File: config.mk
export PLATFORM = sky130hd
export DESIGN_NAME = wait_state_gen
export DESIGN_NICKNAME = d
export VERILOG_FILES = /design/src/rtl/wsg_pkg.sv /design/src/rtl/wsg_regs.sv /design/src/rtl/wsg_decode.sv /design/src/rtl/wsg_counter.sv /design/src/rtl/wait_state_gen.sv
export SDC_FILE = /design/constraint.sdc
export NUM_CORES = 1
export LEC_CHECK = 0
export BUFFER_PORTS_ARGS = -buffer_cell sky130_fd_sc_hd__buf_2
export CAP_MARGIN = 20
export CORE_MARGIN = 10
export CORE_UTILIZATION = 38
export CTS_CLUSTER_SIZE = 25
export DETAILED_ROUTE_END_ITERATION = 16
export PLACE_DENSITY = 0.72
export SLEW_MARGIN = 0
export SYNTH_ARGS = -nofsm -noshare
export SYNTH_HDL_FRONTEND = slang
export SYNTH_SLANG_ARGS = --single-unit
File: constraint.sdc
create_clock -name clk -period 4.65 [get_ports clk]
set_clock_uncertainty 0.2 [all_clocks]
set_input_delay 0.2325 -clock clk [delete_from_list [all_inputs] [get_ports clk]]
set_output_delay 0.2325 -clock clk [all_outputs]
set_load 0.02 [all_outputs]
File: src/rtl/wsg_pkg.sv
package wsg_pkg;
  localparam int FIELD_W    = 3;
  localparam int NUM_FIELDS = 5;
  localparam int CFG_W      = 16;
  localparam int XPROG_BIT  = 15;
  localparam int CNT_W      = FIELD_W + 1;

  typedef enum logic [1:0] {
    SPACE_PROG = 2'd0,
    SPACE_DATA = 2'd1,
    SPACE_IO   = 2'd2,
    SPACE_RSVD = 2'd3
  } space_e;

  // Region index equals the field index in the configuration register.
  typedef enum logic [2:0] {
    RG_PROG_LO = 3'd0,
    RG_PROG_HI = 3'd1,
    RG_DATA_LO = 3'd2,
    RG_DATA_HI = 3'd3,
    RG_IO      = 3'd4,
    RG_NONE    = 3'd5
  } region_e;
endpackage

File: src/rtl/wsg_regs.sv
module wsg_regs
  import wsg_pkg::*;
#(
  parameter int RADDR_W = 8,
  parameter logic [RADDR_W-1:0] CFG_ADDR = 8'h28,
  parameter logic [RADDR_W-1:0] CTL_ADDR = 8'h2B,
  parameter logic [CFG_W-1:0] CFG_RESET = 16'h1249
) (
  input  logic               clk,
  input  logic               rst_n,
  input  logic               wr,
  input  logic [RADDR_W-1:0] addr,
  input  logic [CFG_W-1:0]   wdata,
  output logic [CFG_W-1:0]   rdata,
  output logic [CFG_W-1:0]   cfg,
  output logic               mul
);
  always_ff @(posedge clk or negedge rst_n) begin
    if (!rst_n) begin
      cfg <= CFG_RESET;
      mul <= 1'b0;
    end else if (wr) begin
      if (addr == CFG_ADDR) cfg <= wdata;
      if (addr == CTL_ADDR) mul <= wdata[0];
    end
  end

  always_comb begin
    rdata = '0;
    if (addr == CFG_ADDR)      rdata = cfg;
    else if (addr == CTL_ADDR) rdata = {{(CFG_W-1){1'b0}}, mul};
  end
endmodule

File: src/rtl/wsg_decode.sv
module wsg_decode
  import wsg_pkg::*;
#(
  parameter int ADDR_W  = 18,
  parameter int LOCAL_W = 16
) (
  input  logic [CFG_W-1:0]  cfg,
  input  logic              mul,
  input  logic [1:0]        space,
  input  logic [ADDR_W-1:0] addr,
  output region_e           region,
  output logic [CNT_W-1:0]  eff
);
  logic [FIELD_W-1:0] fields [NUM_FIELDS];
  logic [FIELD_W-1:0] base;
  logic               upper_half;
  logic               xprog;

  genvar gi;
  generate
    for (gi = 0; gi < NUM_FIELDS; gi++) begin : g_field
      assign fields[gi] = cfg[gi*FIELD_W +: FIELD_W];
    end
  endgenerate

  assign upper_half = addr[LOCAL_W-1];
  assign xprog      = cfg[XPROG_BIT];

  always_comb begin
    unique case (space_e'(space))
      SPACE_PROG: region = (xprog || !upper_half) ? RG_PROG_LO : RG_PROG_HI;
      SPACE_DATA: region = upper_half ? RG_DATA_HI : RG_DATA_LO;
      SPACE_IO:   region = RG_IO;
      default:    region = RG_NONE;
    endcase
  end

  always_comb begin
    base = '0;
    for (int i = 0; i < NUM_FIELDS; i++)
      if (region == region_e'(i)) base = fields[i];
  end

  assign eff = mul ? {base, 1'b0} : {1'b0, base};
endmodule

File: src/rtl/wsg_counter.sv
module wsg_counter
  import wsg_pkg::*;
(
  input  logic             clk,
  input  logic             rst_n,
  input  logic             start,
  input  logic [CNT_W-1:0] load,
  output logic [CNT_W-1:0] remain,
  output logic             not_ready
);
  logic idle;
  assign idle = (remain == '0);

  always_ff @(posedge clk or negedge rst_n) begin
    if (!rst_n)              remain <= '0;
    else if (start && idle)  remain <= load;
    else if (!idle)          remain <= remain - 1'b1;
  end

  assign not_ready = !idle;
endmodule

File: src/rtl/wait_state_gen.sv
module wait_state_gen
  import wsg_pkg::*;
#(
  parameter int ADDR_W  = 18,
  parameter int LOCAL_W = 16,
  parameter int RADDR_W = 8,
  parameter logic [RADDR_W-1:0] CFG_ADDR = 8'h28,
  parameter logic [RADDR_W-1:0] CTL_ADDR = 8'h2B
) (
  input  logic               clk,
  input  logic               rst_n,
  input  logic               reg_wr,
  input  logic [RADDR_W-1:0] reg_addr,
  input  logic [15:0]        reg_wdata,
  output logic [15:0]        reg_rdata,
  input  logic               acc_start,
  input  logic [1:0]         acc_space,
  input  logic [ADDR_W-1:0]  acc_addr,
  output logic               acc_not_ready
);
  localparam logic [CFG_W-1:0] CFG_RESET = 16'h1249;

  logic [CFG_W-1:0] cfg;
  logic             mul;
  region_e          region;
  logic [CNT_W-1:0] eff;
  logic [CNT_W-1:0] remain;

  wsg_regs #(
    .RADDR_W(RADDR_W), .CFG_ADDR(CFG_ADDR), .CTL_ADDR(CTL_ADDR), .CFG_RESET(CFG_RESET)
  ) u_regs (
    .clk(clk), .rst_n(rst_n), .wr(reg_wr), .addr(reg_addr),
    .wdata(reg_wdata), .rdata(reg_rdata), .cfg(cfg), .mul(mul)
  );

  wsg_decode #(.ADDR_W(ADDR_W), .LOCAL_W(LOCAL_W)) u_dec (
    .cfg(cfg), .mul(mul), .space(acc_space), .addr(acc_addr),
    .region(region), .eff(eff)
  );

  wsg_counter u_cnt (
    .clk(clk), .rst_n(rst_n), .start(acc_start), .load(eff),
    .remain(remain), .not_ready(acc_not_ready)
  );
endmodule

## Word level (Yosys, flattened, before mapping)

Cells that the tools add are included.

| word-level totals | value |
|---|---|
| register bits after elaboration | 21 |
| bits of input ports | 48 |
| output and inout port bits | 17 |
| word-level logic and storage cells | 35 |

| cells by class | value |
|---|---|
| add/subtract/negate cells | 1 |
| eq/ne operators | 9 |
| multiplexer cells | 13 |
| reduce and logical (&&, ||, !) cells | 9 |

Operator list:

| kind | count |
|---|---|
| $eq 8x6->1 const B | 2 |
| $mux 16 | 1 |
| $mux 3 | 5 |
| $mux 4 | 3 |
| $pmux 3 s3 | 1 |
| $eq 3x2->1 const B | 2 |
| $logic_not 4->1 | 1 |
| $reduce_and 2->1 | 2 |
| $sub 4x1->4 const B | 1 |
| $eq 3x1->1 const B | 1 |
| $eq 3x3->1 const B | 1 |
| $logic_not 3->1 | 1 |
| $mux 1 | 3 |
| $eq 2x1->1 const B | 1 |
| $eq 2x2->1 const B | 1 |
| $logic_not 1->1 | 2 |
| $logic_not 2->1 | 1 |
| $ne 2x2->1 const B | 1 |
| $logic_and 1x1->1 | 1 |
| $logic_or 1x1->1 | 1 |

## Longest topological paths before layout

| logic depth | value |
|---|---|
| depth after elaboration | 12 |
| depth in mapped cells | 7 |
| gate-level depth less buffers | 7 |

## Hierarchy

From an unflattened synthesis, not the netlist that was laid out.

| unflattened totals | value |
|---|---|
| cell total of the unflattened synthesis | 121 |
| area total of the unflattened synthesis | 1367.6 µm² |

Modules (own cells, without submodules):

| module | times used | cells each | area each (µm²) | seq. area each (µm²) |
|---|---|---|---|---|
| wsg_regs | 1 | 59 | 867.1 | 431.7 |
| wsg_counter | 1 | 24 | 250.2 | 100.1 |
| wsg_decode | 1 | 38 | 250.2 | 0.0 |

## Worst setup path before layout

No wires, ideal clock.

| path | value |
|---|---|
| path type | in2out |
| start | input reg_addr[4] |
| end | output reg_rdata[0] |
| arrival | 1470 ps |
| required time | 4218 ps |
| slack | 2747 ps |
| stages on the path | 4 |
| buffers on the path | 1 |
| path through | nand4bb_4 nor3_4 clkbuf_1 a21boi_0 |

| on the way | value |
|---|---|
| longest elaborated chain between the ends | 3 |
| elaborated cells on any way between the ends | 4 |
| those cells by class | eq/ne (2); mux (2) |

Ends and longest elaborated chain:

| what | RTL line | source |
|---|---|---|
| start, declared | wait_state_gen.sv:13 | `input logic [RADDR_W-1:0] reg_addr,` |
| $eq 8x6->1 | wsg_regs.sv:31 | `else if (addr == CTL_ADDR) rdata = {{(CFG_W-1){1'b0}}, mul};` |
| $mux 1 | wsg_regs.sv:31 |  |
| $mux 16 (*) | wsg_regs.sv:30 | `if (addr == CFG_ADDR) rdata = cfg;` |
| end, declared | wait_state_gen.sv:15 | `output logic [15:0] reg_rdata,` |

Every way passes the cells marked *; elsewhere a longest branch is shown, timed or not.

## Worst setup path in the final report

| path | value |
|---|---|
| start | input reg_addr[1] |
| end | output reg_rdata[0] |

Same word-level chain as after synthesis.

==> flow_summary.json <==
{
  "synth_cells": 102,
  "cts.reportedPaths.clkPinSlew_ns": 0.11,
  "drive_gt1_share_pct": 46.7,
  "path_common_cell": "buf_2",
  "hold_end": "u_cnt.remain[0]$_DFFE_PN0P_",
  "yosysSeqAreaShare_pct": 43.0,
  "clock_path_buffers": 2,
  "drt_iter0_markers": 64,
  "period_share_pct": 46.3,
  "fmax_mhz": 464,
  "status": "complete, no violations",
  "critPathLaunchType": "input pin",
  "wl_met1_um": 1460,
  "ff2ff_setup_slack_ns": 2.91,
  "gp_congestion": 0.762,
  "core_region_area_um2": 3080,
  "rows": 20,
  "fin_nets": 218,
  "firstDrtPassIters": 4,
  "die_area_um2": 5930,
  "ys_ff_latch": 21,
  "dp_hpwl_um": 2530,
  "grt_pass1_vias": 1136,
  "cp.arrival_ns": 1.72,
  "post_cts.repair.setup_buffers": 0,
  "drv_cap": 0,
  "die_x_um": 77.0,
  "hold_viol": 0,
  "cts_sinks": 21,
  "top_layer_used": "met3",
  "p_leak_uw": 0.000914,
  "met3_length_um": 186,
  "num_antenna_cells": 0,
  "htree_levels": 1,
  "grt_max_degree": 22,
  "vias": 1033,
  "whs_path_depth": 3,
  "yosys_warnings": 0,
  "max-vdd-ir-drop_mv": 0.182,
  "hold_path_class": "in -> reg",
  "crit_path_max_incr_delay_ns": 0.78,
  "setup_viol": 0,
  "grt_usage_pct": 11.0,
  "wire_per_inst_um": 15.6,
  "ant_nets": 0,
  "dr_wl_met2_um": 1650,
  "yosys.cell_types.count": 30,
  "path_class": "in -> out",
  "maxSlewHeadroom_pct": 31.1,
  "design_area_um2": 1700,
  "grt_remaining_overflow": 0,
  "cp_max_fo": 17,
  "fin_setup_tns_ns": 0,
  "reg2reg_depth": 7,
  "start_util_pct": 40.2,
  "syn_to_final_growth_pct": 37.9,
  "pwr_density_cell_nw_per_um2": 262,
  "rsz0062_at_grt": "no",
  "dpl_cell_area_um2": 1510,
  "drv_slew": 0,
  "root_buffer": "clkbuf_4",
  "chipHeight_um": 77.0,
  "fin_crit_ns": 2.15,
  "cp-end-kind": "primary output",
  "syn-cell-area_um2": 1240,
  "slowest_stage": "nor2_1",
  "syn_nets": 152,
  "drt-vias-per-instance": 4.90,
  "antenna_found_initial": 0,
  "crit_chain": "buf_2 -> nor2_1 -> nand2_1 -> a21boi_0 -> buf_2",
  "syn_area_per_cell_um2": 12.1,
  "r2r-start": "u_cnt.remain[0]$_DFFE_PN0P_",
  "hp-start": "acc_start",
  "tightest_slew_ns": 1.03,
  "r2r-end": "u_cnt.remain[1]$_DFFE_PN0P_",
  "clock_latency_ns": 0.30,
  "drt_wl_total_um": 3300,
  "io_buffers": 47,
  "drc_errors": 0,
  "cts_tree": "yes",
  "cts_buffers": 3,
  "cp.required_ns": 4.22,
  "grt_pass1_wl_um": 5550,
  "io-pin-count": 65
}
==> cell type report <==
class | count | area, µm²
well taps | 44 | 55.1
inverters | 5 | 18.8
clock buffers | 4 | 26.3
multi-input cells | 73 | 667
repair buffers | 64 | 405
flip-flops and latches | 21 | 532
fillers | 275 | 1370
==> repair_timing <==
item,in CTS,in global routing
hold buffers,17,0
gates resized for setup,0,0
hold endpoints to repair,33,0
==> sequential cells by signal, indices dropped and copies added (netlist names) <==
| register | count |
|---|---|
| u_cnt.remain | 4 |
| u_regs.mul | 1 |
| u_regs.cfg | 16 |
==> cell usage after synthesis, drive strengths merged <==
master	n	area share, %
mux2	20	21
dfrtp	16	32
and3	15	7.6
dfstp	5	11
inv	5	1.5
mux2i	5	4.0
nand3	4	2.6
a22oi	3	1.8
nor2	3	0.91
o31ai	3	1.8
clkbuf	2	0.61
ha	2	2.0
nand2	2	0.61
nor2b	2	1.0
nor3	2	1.7
o221ai	2	1.4
a21boi	1	0.61
a21oi	1	0.40
a221o	1	0.81
a31oi	1	0.51
and2b	1	0.61
buf	1	0.91
nand2b	1	0.51
nand4	1	0.51
nand4bb	1	2.2
o21ai	1	0.40
or3	1	0.51
==> how the worst max path moves through the flow <==
stage                           start                    endpoint  slack, ns  cells after the start
after floorplan           reg_addr[4]                reg_rdata[0]       2.75                      4
after global placement    reg_addr[1]   u_regs.cfg[7]$_DFFE_PN0P_       2.45                      4
after detailed placement  reg_addr[1]  u_regs.cfg[14]$_DFFE_PN0P_       2.35                      4
after CTS                 reg_addr[1]                reg_rdata[0]       2.48                      5
after global routing      reg_addr[1]                reg_rdata[0]       2.36                      5
final                     reg_addr[1]                reg_rdata[0]       2.50                      5
==> power breakdown <==
group / total, µW / leakage (µW) / switching, µW / internal (µW)
combinational: 136 / 0.000634 / 68.3 / 67.6
clock: 88.5 / 0.0000150 / 55.0 / 33.4
sequential: 223 / 0.000265 / 13.2 / 210
==> stage by stage <==
step | setup slack [ns] | hold WS, ns | std cells | total power, µW | util [%]
3_5_place_dp | 2.35 | 0.0196 | 190 | 352 | 49.0
4_1_cts | 2.48 | 0.0365 | 211 | 451 | 55.4
3_3_place_gp | 2.45 | 0.00581 | 190 | 344 | 49.0
6_report | 2.50 | 0.0467 | 211 | 447 | 55.4
5_1_grt | 2.36 | 0.0618 | 211 | 483 | 55.4
2_1_floorplan | 2.75 | -0.263 | 102 | 310 | -
==> critical path, delay by kind of cell <==
family | cells | cell delay, ns
AO/OA/AOI/OAI | 1 | 0.25
buffers and inverters | 2 | 0.33
AND/OR/NAND/NOR | 2 | 0.90
==> cell usage in the layout, fill, tap and decap left out <==
master	n
o21ai_0	1
a21oi_1	1
nand2b_1	1
nor2b_1	2
nand4_1	1
clkbuf_1	1
nor3_1	1
nand3_4	1
a21boi_0	1
nand2_1	2
a221o_1	1
mux2_2	10
nor2_1	3
mux2i_1	5
dfrtp_1	16
and3_1	15
buf_2	47
mux2_4	10
o31ai_1	3
nor3_4	1
o221ai_1	2
clkbuf_4	3
and2b_1	1
or3_1	1
inv_1	5
a22oi_1	3
a31oi_1	1
nand3_1	3
dfstp_2	5
ha_1	2
dlygate4sd3_1	17
nand4bb_4	1
==> cells by family (layout without fill, tap and decap cells) <==
family,Yosys count,in the layout,synth area share [%]
adder cells (fa/ha/maj),2,2,2.02
buffers and inverters,8,73,3.04
multiplexers,25,25,25.3
AND/OR/NAND/NOR,33,33,18.8
flip-flops,21,21,43.0
AO/OA/AOI/OAI,13,13,7.79
==> layer usage <==
| metal | vias to the layer above | global-route usage, % |
|---|---|---|
| met3 | 0 | 4.20 |
| met2 | 27 | 19.5 |
| li1 | 511 | - |
| met4 | 0 | 0.547 |
| met5 | - | 0 |
| met1 | 495 | 13.0 |
(Power assumes the default switching activity.)
